## src/rtl/gec_pkg.sv

```systemverilog
package gec_pkg;
  typedef enum logic {
    SEL_LOAD = 1'b0,
    SEL_CTRL = 1'b1
  } reg_sel_e;
endpackage

```

## src/rtl/gec_sync_edge.sv

```systemverilog
module gec_sync_edge #(
  parameter int STAGES = 2
) (
  input  logic clk,
  input  logic rst,
  input  logic async_in,
  output logic rise
);
  logic [STAGES-1:0] chain;
  logic              prev;

  generate
    if (STAGES == 1) begin : g_one
      always_ff @(posedge clk) begin
        if (rst) chain <= '0;
        else     chain <= async_in;
      end
    end else begin : g_many
      always_ff @(posedge clk) begin
        if (rst) chain <= '0;
        else     chain <= {chain[STAGES-2:0], async_in};
      end
    end
  endgenerate

  always_ff @(posedge clk) begin
    if (rst) prev <= 1'b0;
    else     prev <= chain[STAGES-1];
  end

  assign rise = chain[STAGES-1] & ~prev;
endmodule

```

## src/rtl/gec_shaper.sv

```systemverilog
module gec_shaper #(
  parameter int PULSE_W = 6
) (
  input  logic clk,
  input  logic rst,
  input  logic trig,
  output logic pulse,
  output logic fall_stb
);
  localparam int CW = $clog2(PULSE_W + 1);
  localparam logic [CW-1:0] WIDTH = CW'(PULSE_W);

  logic [CW-1:0] left;

  always_ff @(posedge clk) begin
    if (rst) begin
      left     <= '0;
      fall_stb <= 1'b0;
    end else begin
      if (trig && left == '0) left <= WIDTH;
      else if (left != '0)    left <= left - 1'b1;
      fall_stb <= (left == CW'(1));
    end
  end

  assign pulse = (left != '0);

  // an edge during an active pulse does not restart it
  assert_busy_ignore_R6: assert property (@(posedge clk) disable iff (rst)
    (trig && left > CW'(1)) |=> (left == $past(left) - 1'b1));
  // the end-of-pulse strobe lasts exactly one cycle
  assert_single_fall_R6: assert property (@(posedge clk) disable iff (rst)
    fall_stb |=> !fall_stb);
endmodule

```

## src/rtl/gec_prime.sv

```systemverilog
module gec_prime #(
  parameter int PRIME_CYC = 25
) (
  input  logic clk,
  input  logic rst,
  input  logic gate,
  output logic prime_stb
);
  localparam int CW = $clog2(PRIME_CYC + 1);
  localparam logic [CW-1:0] DLY = CW'(PRIME_CYC);

  logic          gate_d;
  logic [CW-1:0] wait_cnt;
  logic          opened;

  assign opened = gate & ~gate_d;

  always_ff @(posedge clk) begin
    if (rst) begin
      gate_d    <= 1'b0;
      wait_cnt  <= '0;
      prime_stb <= 1'b0;
    end else begin
      gate_d <= gate;
      if (!gate)                 wait_cnt <= '0;
      else if (opened)           wait_cnt <= DLY;
      else if (wait_cnt != '0)   wait_cnt <= wait_cnt - 1'b1;
      prime_stb <= gate && !opened && (wait_cnt == CW'(1));
    end
  end

  // the priming event is a single-cycle strobe
  assert_prime_single_R4: assert property (@(posedge clk) disable iff (rst)
    prime_stb |=> !prime_stb);
  // the priming event is only issued while the gate was open
  assert_prime_gated_R4: assert property (@(posedge clk) disable iff (rst)
    prime_stb |-> $past(gate));
endmodule

```

## src/rtl/gec_core.sv

```systemverilog
module gec_core #(
  parameter int CNT_W = 16
) (
  input  logic             clk,
  input  logic             rst,
  input  logic             gate,
  input  logic             load,
  input  logic [CNT_W-1:0] load_val,
  input  logic             ev_stb,
  input  logic             prime_stb,
  output logic [CNT_W-1:0] cnt,
  output logic             ovf
);
  logic       gate_d;
  logic       skip_pend;
  logic       opened;
  logic [1:0] n_edges;
  logic       take;
  logic       skip_now;
  logic [1:0] dec;

  assign opened   = gate & ~gate_d;
  assign n_edges  = {1'b0, ev_stb} + {1'b0, prime_stb};
  assign take     = gate && (n_edges != 2'd0);
  assign skip_now = skip_pend | opened;

  always_comb begin
    dec = 2'd0;
    if (take) dec = skip_now ? n_edges - 2'd1 : n_edges;
  end

  always_ff @(posedge clk) begin
    if (rst) begin
      gate_d    <= 1'b0;
      skip_pend <= 1'b0;
      cnt       <= '0;
      ovf       <= 1'b0;
    end else begin
      gate_d <= gate;
      if (take)        skip_pend <= 1'b0;
      else if (opened) skip_pend <= 1'b1;
      if (load) begin
        cnt <= load_val;
        ovf <= 1'b0;
      end else if (dec != 2'd0) begin
        cnt <= cnt - {{(CNT_W-2){1'b0}}, dec};
        if (cnt < {{(CNT_W-2){1'b0}}, dec}) ovf <= 1'b1;
      end
    end
  end

  // a load sets the count and clears the wrap flag
  assert_load_R2: assert property (@(posedge clk) disable iff (rst)
    load |=> (cnt == $past(load_val) && !ovf));
  // a closed gate freezes the count
  assert_closed_hold_R5: assert property (@(posedge clk) disable iff (rst)
    (!gate && !load) |=> $stable(cnt));
  // without a load the count drops by at most the two edges of one cycle
  assert_step_R3: assert property (@(posedge clk) disable iff (rst)
    !load |=> (cnt == $past(cnt) || cnt == $past(cnt) - 1'b1 || cnt == $past(cnt) - 2'd2));
  // leaving zero downward sets the sticky flag
  assert_wrap_flag_R8: assert property (@(posedge clk) disable iff (rst)
    (!load && cnt == '0 && dec != 2'd0) |=> (ovf && cnt != '0));
  // the flag stays set until a load
  assert_flag_sticky_R8: assert property (@(posedge clk) disable iff (rst)
    (ovf && !load) |=> ovf);
endmodule

```

## src/rtl/gated_event_counter.sv

```systemverilog
module gated_event_counter #(
  parameter int CNT_W     = 16,
  parameter int SYNC_STG  = 2,
  parameter int PULSE_W   = 6,
  parameter int PRIME_CYC = 25
) (
  input  logic             clk,
  input  logic             rst,
  input  logic             wr_en,
  input  logic             wr_addr,
  input  logic [CNT_W-1:0] wr_data,
  input  logic             rd_strobe,
  output logic [CNT_W-1:0] rd_data,
  output logic             rd_valid,
  input  logic             evt_in,
  output logic             wrapped
);
  import gec_pkg::*;

  logic             gate_q;
  logic             load;
  logic             ev_rise;
  logic             shaped;
  logic             shaped_fall;
  logic             prime_stb;
  logic [CNT_W-1:0] live_cnt;

  assign load = wr_en && (reg_sel_e'(wr_addr) == SEL_LOAD);

  always_ff @(posedge clk) begin
    if (rst) begin
      gate_q   <= 1'b0;
      rd_data  <= '0;
      rd_valid <= 1'b0;
    end else begin
      if (wr_en && reg_sel_e'(wr_addr) == SEL_CTRL) gate_q <= wr_data[0];
      rd_valid <= rd_strobe;
      if (rd_strobe) rd_data <= live_cnt;
    end
  end

  gec_sync_edge #(.STAGES(SYNC_STG)) u_sync (
    .clk(clk), .rst(rst), .async_in(evt_in), .rise(ev_rise));

  gec_shaper #(.PULSE_W(PULSE_W)) u_shape (
    .clk(clk), .rst(rst), .trig(ev_rise), .pulse(shaped), .fall_stb(shaped_fall));

  gec_prime #(.PRIME_CYC(PRIME_CYC)) u_prime (
    .clk(clk), .rst(rst), .gate(gate_q), .prime_stb(prime_stb));

  gec_core #(.CNT_W(CNT_W)) u_core (
    .clk(clk), .rst(rst), .gate(gate_q), .load(load), .load_val(wr_data),
    .ev_stb(shaped_fall), .prime_stb(prime_stb), .cnt(live_cnt), .ovf(wrapped));

  // the read copy changes only after a read pulse
  assert_snapshot_hold_R9: assert property (@(posedge clk) disable iff (rst)
    !rd_strobe |=> $stable(rd_data));
  // a read pulse yields a one-cycle valid
  assert_read_valid_R9: assert property (@(posedge clk) disable iff (rst)
    rd_strobe |=> rd_valid);
  // a shaped event only ends after being high
  assert_fall_after_pulse_R6: assert property (@(posedge clk) disable iff (rst)
    shaped_fall |-> !shaped && $past(shaped));
endmodule

```

## config.mk

```make
export PLATFORM = sky130hd
export DESIGN_NAME = gated_event_counter
export DESIGN_NICKNAME = d
export VERILOG_FILES = /design/src/rtl/gec_pkg.sv /design/src/rtl/gec_sync_edge.sv /design/src/rtl/gec_shaper.sv /design/src/rtl/gec_prime.sv /design/src/rtl/gec_core.sv /design/src/rtl/gated_event_counter.sv
export SDC_FILE = /design/constraint.sdc
export NUM_CORES = 1
export LEC_CHECK = 0
export ABC_AREA = 0
export BUFFER_PORTS_ARGS = -buffer_cell sky130_fd_sc_hd__buf_4
export CORE_UTILIZATION = 55
export DETAILED_ROUTE_END_ITERATION = 6
export PLACE_DENSITY_LB_ADDON = 0.05
export SLEW_MARGIN = 0
export SYNTH_ARGS = -nofsm -noshare
export SYNTH_HDL_FRONTEND = slang
export SYNTH_SLANG_ARGS = --single-unit
```

## constraint.sdc

```tcl
create_clock -name clk -period 3.54 [get_ports clk]
set_input_delay 0.531 -clock clk [delete_from_list [all_inputs] [get_ports clk]]
set_output_delay 0.531 -clock clk [all_outputs]
set_load 0.005 [all_outputs]
```

# Word-level counts from Yosys, hierarchy flattened
# Cells that the tools add are included.
# totals
ff_bits	50
latch_bits	0
ramBits	0
rom_bits	0
in_bits	22
out_inout_bits	18
n_memories	0
# op_classes
n_addsub	5
n_mul	0
div_mod_pow	0
n_lt_le_gt_ge	1
eq_ne	2
n_shift	0
mux	8
bitwise_logic	7
n_reduce_logical	21
# ops
cell	n
$mux 16	2
$lt 16x2->1	1
$sub 16x2->16	1
$mux 5	2
$reduce_bool 2->1	5
$reduce_or 2->1	4
$logic_and 1x1->1	6
$mux 3	2
$eq 5x1->1 const B	1
$reduce_bool 5->1	1
$sub 5x1->5 const B	1
$mux 2	2
$not 1->1	4
$eq 3x1->1 const B	1
$logic_not 3->1	1
$reduce_bool 3->1	1
$reduce_or 3->1	1
$sub 3x1->3 const B	1
$add 1x1->2	1
$and 1x1->1	2
$reduce_and 2->1	1
$sub 2x1->2 const B	1
$logic_not 1->1	1
$or 1x1->1	1

# Depth between registers and ports, before layout
# logic_depth
ltp_word	8
mapped_depth	12
ltp_nobuf	11

# Cells and area by module
# A second synthesis with hierarchy kept.
# hier_totals
cells_unflattened	263
hier_area_um2	2506.2
# by_module_without_submodules
module	instances	cells_each	area_per_inst_um2	seq_area_each_um2
gec_core	1	146	1248.7	380.4
gated_event_counter	1	59	654.4	360.3
gec_prime	1	32	315.3	140.1
gec_shaper	1	19	200.2	80.1
gec_sync_edge	1	7	87.6	60.1

# Least setup slack after synthesis
# Ideal clock, no wire load.
# synth_timing
path_type	reg-to-reg
from	register u_shape.fall_stb
to	register u_core.cnt[12]
setup_time_ps	91
arrival_time_ps	2890
required_time_ps	3449
slack_ps	559
stages_incl_launch_ff	13
path_buffers	1
cell_sequence	dfxtp_1 inv_1 ha_1 xnor2_1 nor2_1 ha_1 inv_1 fa_1 or2_2 a2111o_1 clkbuf_1 or4_1 a311oi_1
# synth_between
elab_chain_cells	7
word_cells_on_any_way	11
classes_between	add/sub (3); mux (4); reduce/logical (4)
# synth_rtl
element	line	rtl
from (decl)	gec_shaper.sv:8	output logic fall_stb
from (signal assigned)	gec_shaper.sv:22	fall_stb <= (left == CW'(1));
$add 1x1->2 (*)	gec_core.sv:23	assign n_edges = {1'b0, ev_stb} + {1'b0, prime_stb};
$sub 2x1->2 or $reduce_bool 2->1 (tied branches)	gec_core.sv:29, gec_core.sv:24	
$mux 2 or $logic_and 1x1->1 (tied branches)	gec_core.sv:29, gec_core.sv:24	
$mux 2 (*)	gec_core.sv:29	if (take) dec = skip_now ? n_edges - 2'd1 : n_edges;
$sub 16x2->16	gec_core.sv:46	cnt <= cnt - {{(CNT_W-2){1'b0}}, dec};
$mux 16	gec_core.sv:45	end else if (dec != 2'd0) begin
$mux 16	gec_core.sv:42	if (load) begin
to (signal assigned)	gec_core.sv:43	cnt <= load_val;
to (signal assigned)	gec_core.sv:46	
to (decl)	gec_core.sv:11	output logic [CNT_W-1:0] cnt,
# Every way passes the cells marked *; elsewhere a longest branch is shown, timed or not. The select of a mux whose other input is x is not followed.
# A chain may end at the register's enable or synchronous reset.

# Worst setup path in the final report
# layout_timing
from	register u_shape.fall_stb
to	register u_core.cnt[8]
# The elaborated chain is that of the path after synthesis.

==> results_dict.tcl <==
set metrics [dict create \
    syn_nets 289 \
    post_cts_hold_buffer_count 0 \
    netlist_area_um2 2350 \
    routed_via_density 5.81 \
    syn_area_per_cell_um2 9.17 \
    grt_pass1_wl_mm 7.65 \
    vias 1988 \
    max_cap_viol_count 0 \
    ys_seq_area_share_pct 42.6 \
    clock_latency_ns 0.31 \
    numPortBuffers 39 \
    period_needed_ns 3.28 \
    postCtsResizedCells 0 \
    slew_violations 0 \
    post_dp_cell_area_um2 2670 \
    drc 0 \
    synth_edf_count 0 \
    cp.arrival_ns 3.50 \
    cp-end-kind "register" \
    crit_fanout 8 \
    cts_root_buf "clkbuf_8" \
    cts_buffers 5 \
    setup_viol 0 \
    worstMarginPinSlew_ns 1.12 \
    track_usage_pct 22.6 \
    status "completed" \
    start_util_pct 57.9 \
    gr-total-overflow 0 \
    fmax_ghz 0.305 \
    slew_headroom_pct 25.5 \
    io_pins 40 \
    synth_cell_types 39 \
    ant_nets 0 \
    antenna_found_initial 0 \
    fp.dieH_um 67.3 \
    rsz0062_at_grt "no" \
    hold_violations 0 \
    drive_above_1_share_pct 19.2 \
    n_antenna_cell 0 \
    htree_levels 2 \
    yosys_most_used_dff "dfxtp_1" \
    crit_required_ns 3.76 \
    wl_per_cell_um 13.8 \
    path_class "reg -> reg" \
    grt_max_degree 45 \
    peakVddDrop_mv 0.318 \
    drt_iter0_drc 101 \
    fin_nets 324 \
    post_cts_buffers 0 \
    grt_pass1_vias 1736 \
    rows 23 \
    tritoncts "built" \
    path_clk_slew_ns 0.09 \
    dieArea_um2 4540 \
    dieWidth_um 67.3 \
    fin_area_um2 2770 \
    clk_path_buf_depth 2 \
    area_delta_synth_final_pct 17.7 \
    setup-tns-final_ns 0 \
    nFillCells 351 \
    drt_wl_total_mm 4.71 \
    core-area_um2 4060 \
    netlist_instances 256 \
    power.density_nw_per_um2 435 \
    start_kind "register" \
    synthArstFlopShare_pct 0 \
    fin_worst_skew_ns 0.00886 \
    dp_hpwl_mm 3.24 \
    finalCritPeriodShare_pct 92.7 \
    clock_sinks 50 \
    synth_seq_cells 50 \
    yosysWarningCount 0 \
    detail_route.first_pass.iterations 4 \
    place.gp.congestion 0.738 \
    hold_path_class "in -> reg" \
    p_leak_uw 0.00114 \
]
-- sequential cells by signal, summed over array words and instances, names as in the netlist --
register,flops
rd_data,16
u_core.skip_pend,1
u_prime.wait_cnt,5
u_prime.gate_d,1
u_sync.chain,2
u_sync.prev,1
u_shape.left,3
u_core.cnt,16
u_prime.prime_stb,1
u_shape.fall_stb,1
rd_valid,1
u_core.ovf,1
gate_q,1
-- logic make-up (layout without fill, tap and decap cells) --
kind of cell / Yosys count / after routing / share of synthesized area (%)
XOR/XNOR: 3 / 3 / 1.12
AND/OR/NAND/NOR: 105 / 105 / 23.9
adder cells (fa/ha/maj): 11 / 11 / 6.18
buffers and inverters: 24 / 60 / 3.84
flip-flops: 50 / 50 / 42.6
AO/OA/AOI/OAI: 45 / 45 / 14.7
multiplexers: 18 / 18 / 7.67
-- cell type report --
type | count | area [µm²] | share of cell area, %
well taps | 50 | 62.6 | 2.26
clock buffers | 7 | 86.3 | 3.12
clock inverters | 1 | 5.00 | 0.181
repair buffers | 42 | 315 | 11.4
multi-input cells | 182 | 1260 | 45.5
flip-flops and latches | 50 | 1000 | 36.2
inverters | 10 | 37.5 | 1.36
-- cells in the final DEF, fill, tap and decap left out, drive strengths merged, types with 2 or more instances in the layout --
cell,n
o31ai,6
nor2b,8
and2,4
a311oi,15
buf,42
or3,4
o21ai,4
ha,10
dfxtp,50
a211o,2
or2,3
nor3b,3
a2111oi,2
nor3,5
clkbuf,7
and4,2
nor2,40
mux2i,18
and3,2
nor4,5
inv,10
nand2b,6
a211oi,7
xnor2,3
or4,10
nand2,9
a21oi,4
-- worst paths after layout --
check	startpoint	endpoint	slack, ns	cells past startpoint
min reg2reg	u_sync.chain[0]	u_sync.chain[1]	0.45	1
max reg2reg	u_shape.fall_stb	u_core.cnt[8]	0.26	11
min	evt_in	u_sync.chain[0]	0.43	2
max	u_shape.fall_stb	u_core.cnt[8]	0.26	11
-- through the flow --
stage | setup WS, ns | cells | hold slack (ns) | power [µW] | util [%]
after floorplan | 0.559 | 256 | 0.414 | 811 | -
after global placement | 0.401 | 334 | 0.418 | 871 | 65.9
after detailed placement | 0.309 | 334 | 0.436 | 877 | 65.9
after CTS | 0.260 | 342 | 0.425 | 1210 | 68.1
after global routing | 0.0730 | 342 | 0.442 | 1280 | 68.1
final | 0.260 | 342 | 0.426 | 1200 | 68.1
-- cells in the mapped netlist, types with 2 or more instances --
| cell | number | area [µm²] |
|---|---|---|
| or2_2 | 3 | 18.8 |
| and3_1 | 2 | 12.5 |
| a21oi_1 | 4 | 20.0 |
| a211oi_1 | 7 | 52.6 |
| clkbuf_1 | 14 | 52.6 |
| ha_1 | 10 | 125 |
| and2_1 | 4 | 25.0 |
| a311oi_1 | 15 | 131 |
| and4_1 | 2 | 17.5 |
| xnor2_1 | 3 | 26.3 |
| o21ai_0 | 4 | 20.0 |
| inv_1 | 10 | 37.5 |
| o31ai_1 | 6 | 45.0 |
| dfxtp_1 | 50 | 1000 |
| or4_1 | 7 | 52.6 |
| nor2_1 | 40 | 150 |
| nor3_1 | 5 | 25.0 |
| nand2_1 | 9 | 33.8 |
| or3_1 | 3 | 18.8 |
| a2111oi_0 | 2 | 17.5 |
| nor2b_1 | 8 | 50.1 |
| nor4_1 | 5 | 31.3 |
| nor3b_1 | 3 | 22.5 |
| mux2i_1 | 18 | 180 |
| nand2b_1 | 6 | 37.5 |
| a211o_1 | 2 | 17.5 |
| or4_2 | 2 | 17.5 |
-- critical path, stage by stage, from the launching register on --
cell	delay, ns
dfxtp_1	0.36
inv_1	0.05
ha_1	0.37
xnor2_1	0.16
nor2_1	0.10
ha_1	0.15
inv_1	0.06
fa_1	0.37
or2_2	0.29
a2111o_1	0.47
or4_2	0.57
a311oi_1	0.25
-- layer usage --
| metal | share of wire (%) | vias up | global-route usage (%) |
|---|---|---|---|
| li1 | - | 1009 | - |
| met1 | 50 | 949 | 29.4 |
| met2 | 46 | 26 | 36.0 |
| met3 | 3.1 | 4 | 6.08 |
| met4 | 1.1 | 0 | 7.45 |
| met5 | 0 | - | 0 |
-- where the power goes --
group	switching (µW)	total (µW)	internal [µW]
logic	117	226	109
registers	34.6	639	604
clock network	181	339	158
Note: power is estimated with default switching activity, not from simulation.
